<file path="config.mk">
export PLATFORM = sky130hd
export DESIGN_NAME = irq_sequencer
export DESIGN_NICKNAME = d
export VERILOG_FILES = /design/src/rtl/irq_seq_pkg.sv /design/src/rtl/irq_stage_ctr.sv /design/src/rtl/irq_accept.sv /design/src/rtl/irq_dispatch.sv /design/src/rtl/irq_sequencer.sv
export SDC_FILE = /design/constraint.sdc
export NUM_CORES = 1
export LEC_CHECK = 0
export CORE_ASPECT_RATIO = 0.75
export CORE_MARGIN = 3
export CORE_UTILIZATION = 30
export CTS_CLUSTER_SIZE = 25
export DETAILED_ROUTE_END_ITERATION = 10
export DONT_BUFFER_PORTS = 1
export PLACE_DENSITY_LB_ADDON = 0.05
export SYNTH_ARGS = -nofsm -noshare
export SYNTH_HDL_FRONTEND = slang
export SYNTH_HIERARCHICAL = 1
export SYNTH_SLANG_ARGS = --single-unit
export TNS_END_PERCENT = 20
</file>
<file path="constraint.sdc">
create_clock -name clk -period 4.82 [get_ports clk]
set_input_delay 0.482 -clock clk [delete_from_list [all_inputs] [get_ports clk]]
set_output_delay 0.482 -clock clk [all_outputs]
set_load 0.02 [all_outputs]
</file>
<file path="src/rtl/irq_seq_pkg.sv">
package irq_seq_pkg;

  typedef enum logic [1:0] {
    PH_RUN   = 2'd0,
    PH_SAVE  = 2'd1,
    PH_LOAD  = 2'd2,
    PH_CLEAR = 2'd3
  } phase_e;

  // next stage index with wrap at n
  function automatic int unsigned wrap_inc(int unsigned v, int unsigned n);
    return (v + 1 >= n) ? 0 : v + 1;
  endfunction

  // priority pick at a boundary: restart beats device
  function automatic logic [1:0] pick(logic en, logic at_edge, logic r, logic d);
    logic [1:0] res;
    res = 2'b00;
    if (en && at_edge) begin
      if (r)      res = 2'b10;
      else if (d) res = 2'b01;
    end
    return res;
  endfunction

endpackage

</file>
<file path="src/rtl/irq_stage_ctr.sv">
module irq_stage_ctr #(
  parameter int STAGES = 3,
  localparam int STG_W = $clog2(STAGES)
) (
  input  logic             clk,
  input  logic             rst_n,
  input  logic             advance,
  output logic [STG_W-1:0] stage,
  output logic             last
);
  logic [STG_W-1:0] stage_q;

  assign last  = (stage_q == STG_W'(STAGES - 1));
  assign stage = stage_q;

  always_ff @(posedge clk or negedge rst_n) begin
    if (!rst_n)       stage_q <= '0;
    else if (advance) stage_q <= STG_W'(irq_seq_pkg::wrap_inc(int'(stage_q), STAGES));
  end
endmodule

</file>
<file path="src/rtl/irq_accept.sv">
module irq_accept #(
  parameter bit IEN_INIT = 1'b1
) (
  input  logic clk,
  input  logic rst_n,
  input  logic boundary,
  input  logic irq_req,
  input  logic rst_irq,
  input  logic rti_strobe,
  output logic take_rst,
  output logic take_dev,
  output logic ien
);
  logic       ien_q;
  logic [1:0] sel;

  assign sel      = irq_seq_pkg::pick(ien_q, boundary, rst_irq, irq_req);
  assign take_rst = sel[1];
  assign take_dev = sel[0];
  assign ien      = ien_q;

  always_ff @(posedge clk or negedge rst_n) begin
    if (!rst_n)                  ien_q <= IEN_INIT;
    else if (take_rst | take_dev) ien_q <= 1'b0;
    else if (rti_strobe)         ien_q <= 1'b1;
  end
endmodule

</file>
<file path="src/rtl/irq_dispatch.sv">
module irq_dispatch
  import irq_seq_pkg::*;
#(
  parameter int ADDR_W = 16,
  parameter int ID_W = 4,
  parameter logic [ADDR_W-1:0] RESET_PC = 16'h40FF
) (
  input  logic              clk,
  input  logic              rst_n,
  input  logic              take_rst,
  input  logic              take_dev,
  input  logic [ID_W-1:0]   dev_id,
  input  logic [ADDR_W-1:0] pc_cur,
  input  logic [ADDR_W-1:0] mem_rdata,
  output logic              busy,
  output logic              regs_clear,
  output logic              pc_load,
  output logic [ADDR_W-1:0] pc_load_val,
  output logic              pc_save,
  output logic [ADDR_W-1:0] saved_pc,
  output logic              mem_rd,
  output logic [ADDR_W-1:0] mem_addr,
  output logic              irq_ack
);
  phase_e            phase_q;
  logic [ID_W-1:0]   id_q;
  logic [ADDR_W-1:0] saved_q;
  logic [ADDR_W-1:0] vec_addr;

  generate
    if (ADDR_W > ID_W) begin : g_ext
      assign vec_addr = {{(ADDR_W - ID_W){1'b0}}, id_q};
    end else begin : g_trunc
      assign vec_addr = id_q[ADDR_W-1:0];
    end
  endgenerate

  always_ff @(posedge clk or negedge rst_n) begin
    if (!rst_n) begin
      phase_q <= PH_RUN;
      id_q    <= '0;
      saved_q <= '0;
    end else begin
      unique case (phase_q)
        PH_RUN: begin
          if (take_rst) phase_q <= PH_CLEAR;
          else if (take_dev) begin
            phase_q <= PH_SAVE;
            id_q    <= dev_id;
          end
        end
        PH_SAVE: begin
          saved_q <= pc_cur;
          phase_q <= PH_LOAD;
        end
        PH_LOAD:  phase_q <= PH_RUN;
        PH_CLEAR: phase_q <= PH_RUN;
        default:  phase_q <= PH_RUN;
      endcase
    end
  end

  always_comb begin
    regs_clear  = 1'b0;
    pc_load     = 1'b0;
    pc_load_val = '0;
    pc_save     = 1'b0;
    mem_rd      = 1'b0;
    mem_addr    = '0;
    irq_ack     = 1'b0;
    unique case (phase_q)
      PH_SAVE: begin
        pc_save  = 1'b1;
        mem_rd   = 1'b1;
        mem_addr = vec_addr;
      end
      PH_LOAD: begin
        pc_load     = 1'b1;
        pc_load_val = mem_rdata;
        irq_ack     = 1'b1;
      end
      PH_CLEAR: begin
        regs_clear  = 1'b1;
        pc_load     = 1'b1;
        pc_load_val = RESET_PC;
      end
      default: ;
    endcase
  end

  assign busy     = (phase_q != PH_RUN);
  assign saved_pc = saved_q;
endmodule

</file>
<file path="src/rtl/irq_sequencer.sv">
module irq_sequencer #(
  parameter int ADDR_W = 16,
  parameter int ID_W = 4,
  parameter int STAGES = 3,
  parameter logic [ADDR_W-1:0] RESET_PC = 16'h40FF,
  parameter bit IEN_INIT = 1'b1,
  localparam int STG_W = $clog2(STAGES)
) (
  input  logic              clk,
  input  logic              rst_n,
  input  logic              irq_req,
  input  logic [ID_W-1:0]   irq_dev_id,
  input  logic              rst_irq,
  input  logic              rti_strobe,
  input  logic [ADDR_W-1:0] pc_cur,
  input  logic [ADDR_W-1:0] mem_rdata,
  output logic [STG_W-1:0]  stage_idx,
  output logic              ien,
  output logic              regs_clear,
  output logic              pc_load,
  output logic [ADDR_W-1:0] pc_load_val,
  output logic              pc_save,
  output logic [ADDR_W-1:0] saved_pc,
  output logic              mem_rd,
  output logic [ADDR_W-1:0] mem_addr,
  output logic              irq_ack
);
  // named internal events, also used by the bound checker
  logic busy;
  logic last_stage;
  logic boundary;
  logic take_rst;
  logic take_dev;

  assign boundary = last_stage & ~busy;

  irq_stage_ctr #(.STAGES(STAGES)) u_stage (
    .clk     (clk),
    .rst_n   (rst_n),
    .advance (~busy),
    .stage   (stage_idx),
    .last    (last_stage)
  );

  irq_accept #(.IEN_INIT(IEN_INIT)) u_accept (
    .clk        (clk),
    .rst_n      (rst_n),
    .boundary   (boundary),
    .irq_req    (irq_req),
    .rst_irq    (rst_irq),
    .rti_strobe (rti_strobe),
    .take_rst   (take_rst),
    .take_dev   (take_dev),
    .ien        (ien)
  );

  irq_dispatch #(.ADDR_W(ADDR_W), .ID_W(ID_W), .RESET_PC(RESET_PC)) u_disp (
    .clk         (clk),
    .rst_n       (rst_n),
    .take_rst    (take_rst),
    .take_dev    (take_dev),
    .dev_id      (irq_dev_id),
    .pc_cur      (pc_cur),
    .mem_rdata   (mem_rdata),
    .busy        (busy),
    .regs_clear  (regs_clear),
    .pc_load     (pc_load),
    .pc_load_val (pc_load_val),
    .pc_save     (pc_save),
    .saved_pc    (saved_pc),
    .mem_rd      (mem_rd),
    .mem_addr    (mem_addr),
    .irq_ack     (irq_ack)
  );
endmodule

</file>
# Yosys cells after proc, flatten, opt, wreduce, memory -nomap -nowiden
# Cells that the tools add are included.
[word_totals]
ff_bits = 25
latch_bits = 0
mem_bits_rw = 0
mem_bits_ro = 0
in_bits = 41
output_inout_bits = 56
word_cells = 37
n_memories = 0
[classes]
addsub = 1
mul = 0
div = 0
magnitude_cmp = 1
n_eq_ne = 5
shifts = 0
mux = 15
bitwise_logic = 4
n_reduce_logical = 6
[ops]
columns = ["op", "count"]
rows = [
  ["case mux 16 bit (2 select lines)", 1],
  ["2-to-1 mux 2 bit", 5],
  ["2-to-1 mux 1 bit", 7],
  ["== test 2 bit, second input constant", 3],
  ["case mux 2 bit (3 select lines)", 1],
  ["2-to-1 mux 4 bit", 1],
  ["nonzero test 2 bit", 2],
  ["adder 2 x 1 -> 3 bit, second input constant", 1],
  [">= comparator 3 x 2 -> 1 bit, second input constant", 1],
  ["!= test 3 bit, second input constant", 1],
  ["AND reduction 3 bit", 1],
  ["== test 2 x 1 -> 1 bit, second input constant", 1],
  ["logical NOT 2 bit", 1],
  ["inverter 1 bit", 2],
  ["OR reduction 2 bit", 1],
  ["bitwise AND 1 bit", 1],
  ["logical AND 1 bit", 1],
  ["OR 1 bit", 1],
]

# Depth between registers and ports, before layout
[depth]
word_depth = 8
depth_mapped = 7
depth_no_buf = 7

# Hierarchy
# The synthesis kept the hierarchy.
[modules_own_cells]
columns = ["module", "n_inst", "cells_per_inst", "area_per_inst_um2", "seq_area_each_um2"]
rows = [
  ["irq_dispatch", 1, 90, 1119.8, 550.5],
  ["irq_stage_ctr", 1, 8, 86.3, 50.0],
  ["irq_accept", 1, 6, 65.1, 26.3],
  ["irq_sequencer", 1, 2, 10.0, 0.0],
]

# Worst setup path before layout
# Ideal clock, no wire load.
[synth_timing]
path_kind = "register -> register"
from = "register u_disp.phase_q[1]"
to = "register u_disp.id_q[0]"
setup_time_ps = 125
t_arrival_ps = 1817
required_time_ps = 4695
slack_ps = 2878
path_stages_with_launch = 7
path_buffers = 0
synth_period_minus_slack_ps = 1942
cell_sequence = "dfrtp_1 > or2_2 > nor2b_1 > nand2_2 > nor3b_2 > nor4b_4 > mux2_2"
[synth_between]
word_cells_on_any_way = 8
cone_classes = "mux (1); bitwise (3); reduce/logical (4)"
[synth_rtl]
columns = ["item", "line", "rtl"]
rows = [
  ["from (decl)", "irq_dispatch.sv:25", "phase_e phase_q;"],
  ["from (signal assigned)", "irq_dispatch.sv:40", "phase_q <= PH_RUN;"],
  ["from (signal assigned)", "irq_dispatch.sv:46", "if (take_rst) phase_q <= PH_CLEAR;"],
  ["from (signal assigned)", "irq_dispatch.sv:48", "phase_q <= PH_SAVE;"],
  ["nonzero test 2 bit", "irq_dispatch.sv:91", "assign busy = (phase_q != PH_RUN);"],
  ["net busy", "irq_sequencer.sv:29", "logic busy;"],
  ["inverter 1 bit", "n/a", ""],
  ["bitwise AND 1 bit", "irq_sequencer.sv:35", "assign boundary = last_stage & ~busy;"],
  ["net boundary", "irq_sequencer.sv:31", "logic boundary;"],
  ["logical AND 1 bit", "irq_seq_pkg.sv:19", "if (en && at_edge) begin"],
  ["2-to-1 mux 2 bit", "irq_seq_pkg.sv:19", ""],
  ["net take_dev", "irq_sequencer.sv:33", "logic take_dev;"],
  ["AND reduction 3 bit (no line)", "n/a", ""],
  ["to (signal assigned)", "irq_dispatch.sv:49", "id_q <= dev_id;"],
  ["to (decl)", "irq_dispatch.sv:26", "logic [ID_W-1:0] id_q;"],
]
# The timed path passes the listed nets, and every way through them passes these cells.
# A chain may end at the register's enable or synchronous reset.

# Final worst setup path
[layout_timing]
from = "register u_disp.phase_q[1]"
to = "output port pc_load_val[9]"
[layout_between]
elab_chain_cells = 2
word_cells_on_any_way = 3
cone_classes = "eq/ne (2); mux (1)"
[layout_lines]
columns = ["item", "line", "rtl"]
rows = [
  ["== test 2 bit", "irq_dispatch.sv:71", "unique case (phase_q)"],
  ["case mux 16 bit (2 select lines) *", "irq_dispatch.sv:71", ""],
  ["to (decl)", "irq_sequencer.sv:21", "output logic [ADDR_W-1:0] pc_load_val,"],
]
# Every way passes the cells marked *; elsewhere a longest branch is shown, timed or not.

==> impl_metrics.ini <==
[yosys]
synth_flop_cell = dfrtp_1
async_flop_share = 1.000
synthTopCellsByArea = dfrtp_1 (47%), mux2_2 (18%), buf_4 (7.6%)
avgSynthCellArea_um2 = 12.09
synth_edf_count = 0
ys_types = 24
synth_seq_cells = 25
synth_area_mm2 = 0.001281
synth_top_area_frac = 0.4688
synth_seq_area_share = 0.4893
synth_warnings = 6
synth_area_leader_cell = dfrtp_1
postSynthCellCount = 106

[die]
die-height_um = 62.60
die_area_mm2 = 0.005099
initial_core_util = 0.3306
core-area_mm2 = 0.003875
pin_count = 97
num_rows = 19
die_w_um = 81.46

[power_and_ir_drop]
switching_share = 0.4605
p_per_area_mw_per_mm2 = 731.1
cellInternalPower_uw = 521.2
power_switching_uw = 444.9
pwr-share-seq = 0.531
p_comb_frac = 0.342
vdd_drop_max_v = 0.0002813
power_frac_clock = 0.127
cellLeakagePower_nw = 0.5722

[timing]
finalCriticalPeriod_ns = 2.513
max_slew.worst_pin.slew_ns = 0.7457
tns_ns = 0
post-route-period-util = 0.5214
hold_viol_final = 0
relSlewSlack = 0.5018
worst_clock_skew_ns = 0.005312
finalSetupViolations = 0
rsz0062_at_grt = no
max_freq_mhz = 397.9
report.final.slew_viol_count = 0

[placement]
dp_cells = 151
io_buffers = 0
post-dp-hpwl_um = 1946
place_congestion = 0.6752

[clock_network]
cts.clk_slew.worst_paths_ns = 0.09
clock_latency_ns = 0.26
numCtsBuffers = 3
post_cts_buffers = 0
clock-sinks = 25
cts-htree-levels = 1
cts_root_buffer = clkbuf_8
cts_tree = built
cts-root-to-sink-buffers = 2

[layout]
final_nets = 146
drive_gt1_frac = 0.3077
num_antenna_cells = 0
finalNonFillerCells = 156
syn_to_final_growth_pct = 3.125

[run]
maxCapViolCount = 0

[detailed_routing]
drcViolationCount = 0
first_pass_iters = 4
routed_wl_um = 2518
wl_per_cell_um = 16.14
ant_nets = 0
via_count = 707
drt_iter0_drc = 13
viasPerCell = 4.532

[critical_path]
required_ns = 4.34
cp_max_fo = 16
reg2reg_depth = 6
arrival_ns = 2.03
timing.reg2reg.setup_slack_ns = 2.43
cp_slowest_cell = dfrtp_1
cp-end-kind = output pin
max_stage_delay_ns = 0.79
critPathLaunchType = flop
cp_num_buf_inv = 0
cp_cell_sequence = nor2b_1 > and2_1
rr_endpoint = u_disp/id_q[0]
reg2reg_from = u_disp/phase_q[1]
crit_family = simple AND/OR/NAND/NOR gates
critical_path_class = reg -> out

[grt]
grt_antenna_before_repair = 0
grt_util_all_layers = 0.1001
grt_pass1_wl_um = 3939
grt.overflow.total = 0
grt_max_degree = 25
grt_pass1_vias = 715

[hold_path]
hold_class = in -> async

[outcome]
status = completed
Yosys cell counts (all sizes together) (2+ instances only):
cell type  number
dfrtp          24
clkbuf          2
mux2           20
inv             2
and2           12
nor2            6
o21a            9
nor2b           3
buf            16
cells by family after synthesis:
kind of cell / after synthesis / synth area share
AND/OR/NAND/NOR: 28 / 0.1514
buffers and inverters: 20 / 0.1094
multiplexers: 21 / 0.1836
flip-flops: 25 / 0.4893
other: 1 / 0.002927
AO/OA/AOI/OAI: 11 / 0.06347
placed cells by master, fill, tap and decap left out, types with 2 or more instances in the layout:
cell	count
and2_1	12
clkbuf_8	3
conb_1	12
dfrtp_1	24
inv_1	2
mux2_2	20
nor2_1	6
nor2b_1	2
o21a_1	9
worst register-to-register path, cell delays in order, from the launching register on:
cell and delay [ns]:
dfrtp_1 0.64, or2_2 0.42, nor2b_1 0.18, nand2_2 0.09, nor3b_2 0.20, nor4b_4 0.36, mux2_2 0.38
layer usage:
metal / global-route usage / vias up / part of all wire
met5: 0 / - / 0
met4: 0.01266 / 0 / 0.0032
met3: 0.05331 / 2 / 0.12
met2: 0.1504 / 43 / 0.46
met1: 0.1298 / 340 / 0.42
li1: - / 322 / -
per-stage QoR:
step	setup WS [ns]	cell area (µm²)	utilization	power [mW]	hold slack, ns
after floorplan	2.878	1323	-	0.8195	0.1864
after global placement	2.498	1255	0.3239	0.8439	0.1871
after detailed placement	2.446	1255	0.3239	0.8522	0.1871
after CTS	2.262	1321	0.3410	0.9859	0.01366
after global routing	2.106	1321	0.3410	1.040	0.006682
final	2.307	1321	0.3410	0.9660	0.02004
registers in the layout, indices dropped and copies added, names as in the netlist:
signal,cells
u_disp/saved_pc,16
u_accept/ien,1
u_stage/stage,2
u_disp/phase_q,2
u_disp/id_q,4
power groups by stage:
stage                     Combinational [mW]  Clock [mW]  Sequential (mW)
after global routing                   0.368       0.138            0.535
after detailed placement               0.331           0            0.521
after global placement                 0.323           0            0.521
final                                  0.331       0.122            0.513
after floorplan                        0.344           0            0.475
after CTS                              0.338       0.131            0.518
area by class of cell:
class / instances / area, µm²
Clock buffer: 3 / 41.29
Clock inverter: 1 / 5.005
Fill cell: 387 / 2554
Inverter: 2 / 7.507
Multi-Input combinational cell: 72 / 555.5
Sequential cell: 25 / 626.9
Tap cell: 52 / 65.06
Timing Repair Buffer: 1 / 20.02
worst max path at each step:
stage	from	endpoint	slack, ns	depth (start not counted)
2_1_floorplan	u_disp/phase_q[1]	u_disp/id_q[0]	2.88	6
3_3_place_gp	u_disp/phase_q[1]	u_disp/id_q[3]	2.50	6
3_5_place_dp	u_disp/phase_q[1]	u_disp/id_q[0]	2.45	6
4_1_cts	u_disp/phase_q[1]	pc_load_val[8]	2.26	2
5_1_grt	u_disp/phase_q[1]	pc_load_val[9]	2.11	2
6_report	u_disp/phase_q[1]	pc_load_val[9]	2.31	2
what timing repair did:
action | in CTS | in global routing
hold endpoints to repair | 24 | 0
hold buffers | 1 | 0
resized for setup | 0 | 0
setup endpoints to repair | 0 | 0
No activity file was read; power rests on OpenSTA's default activity.
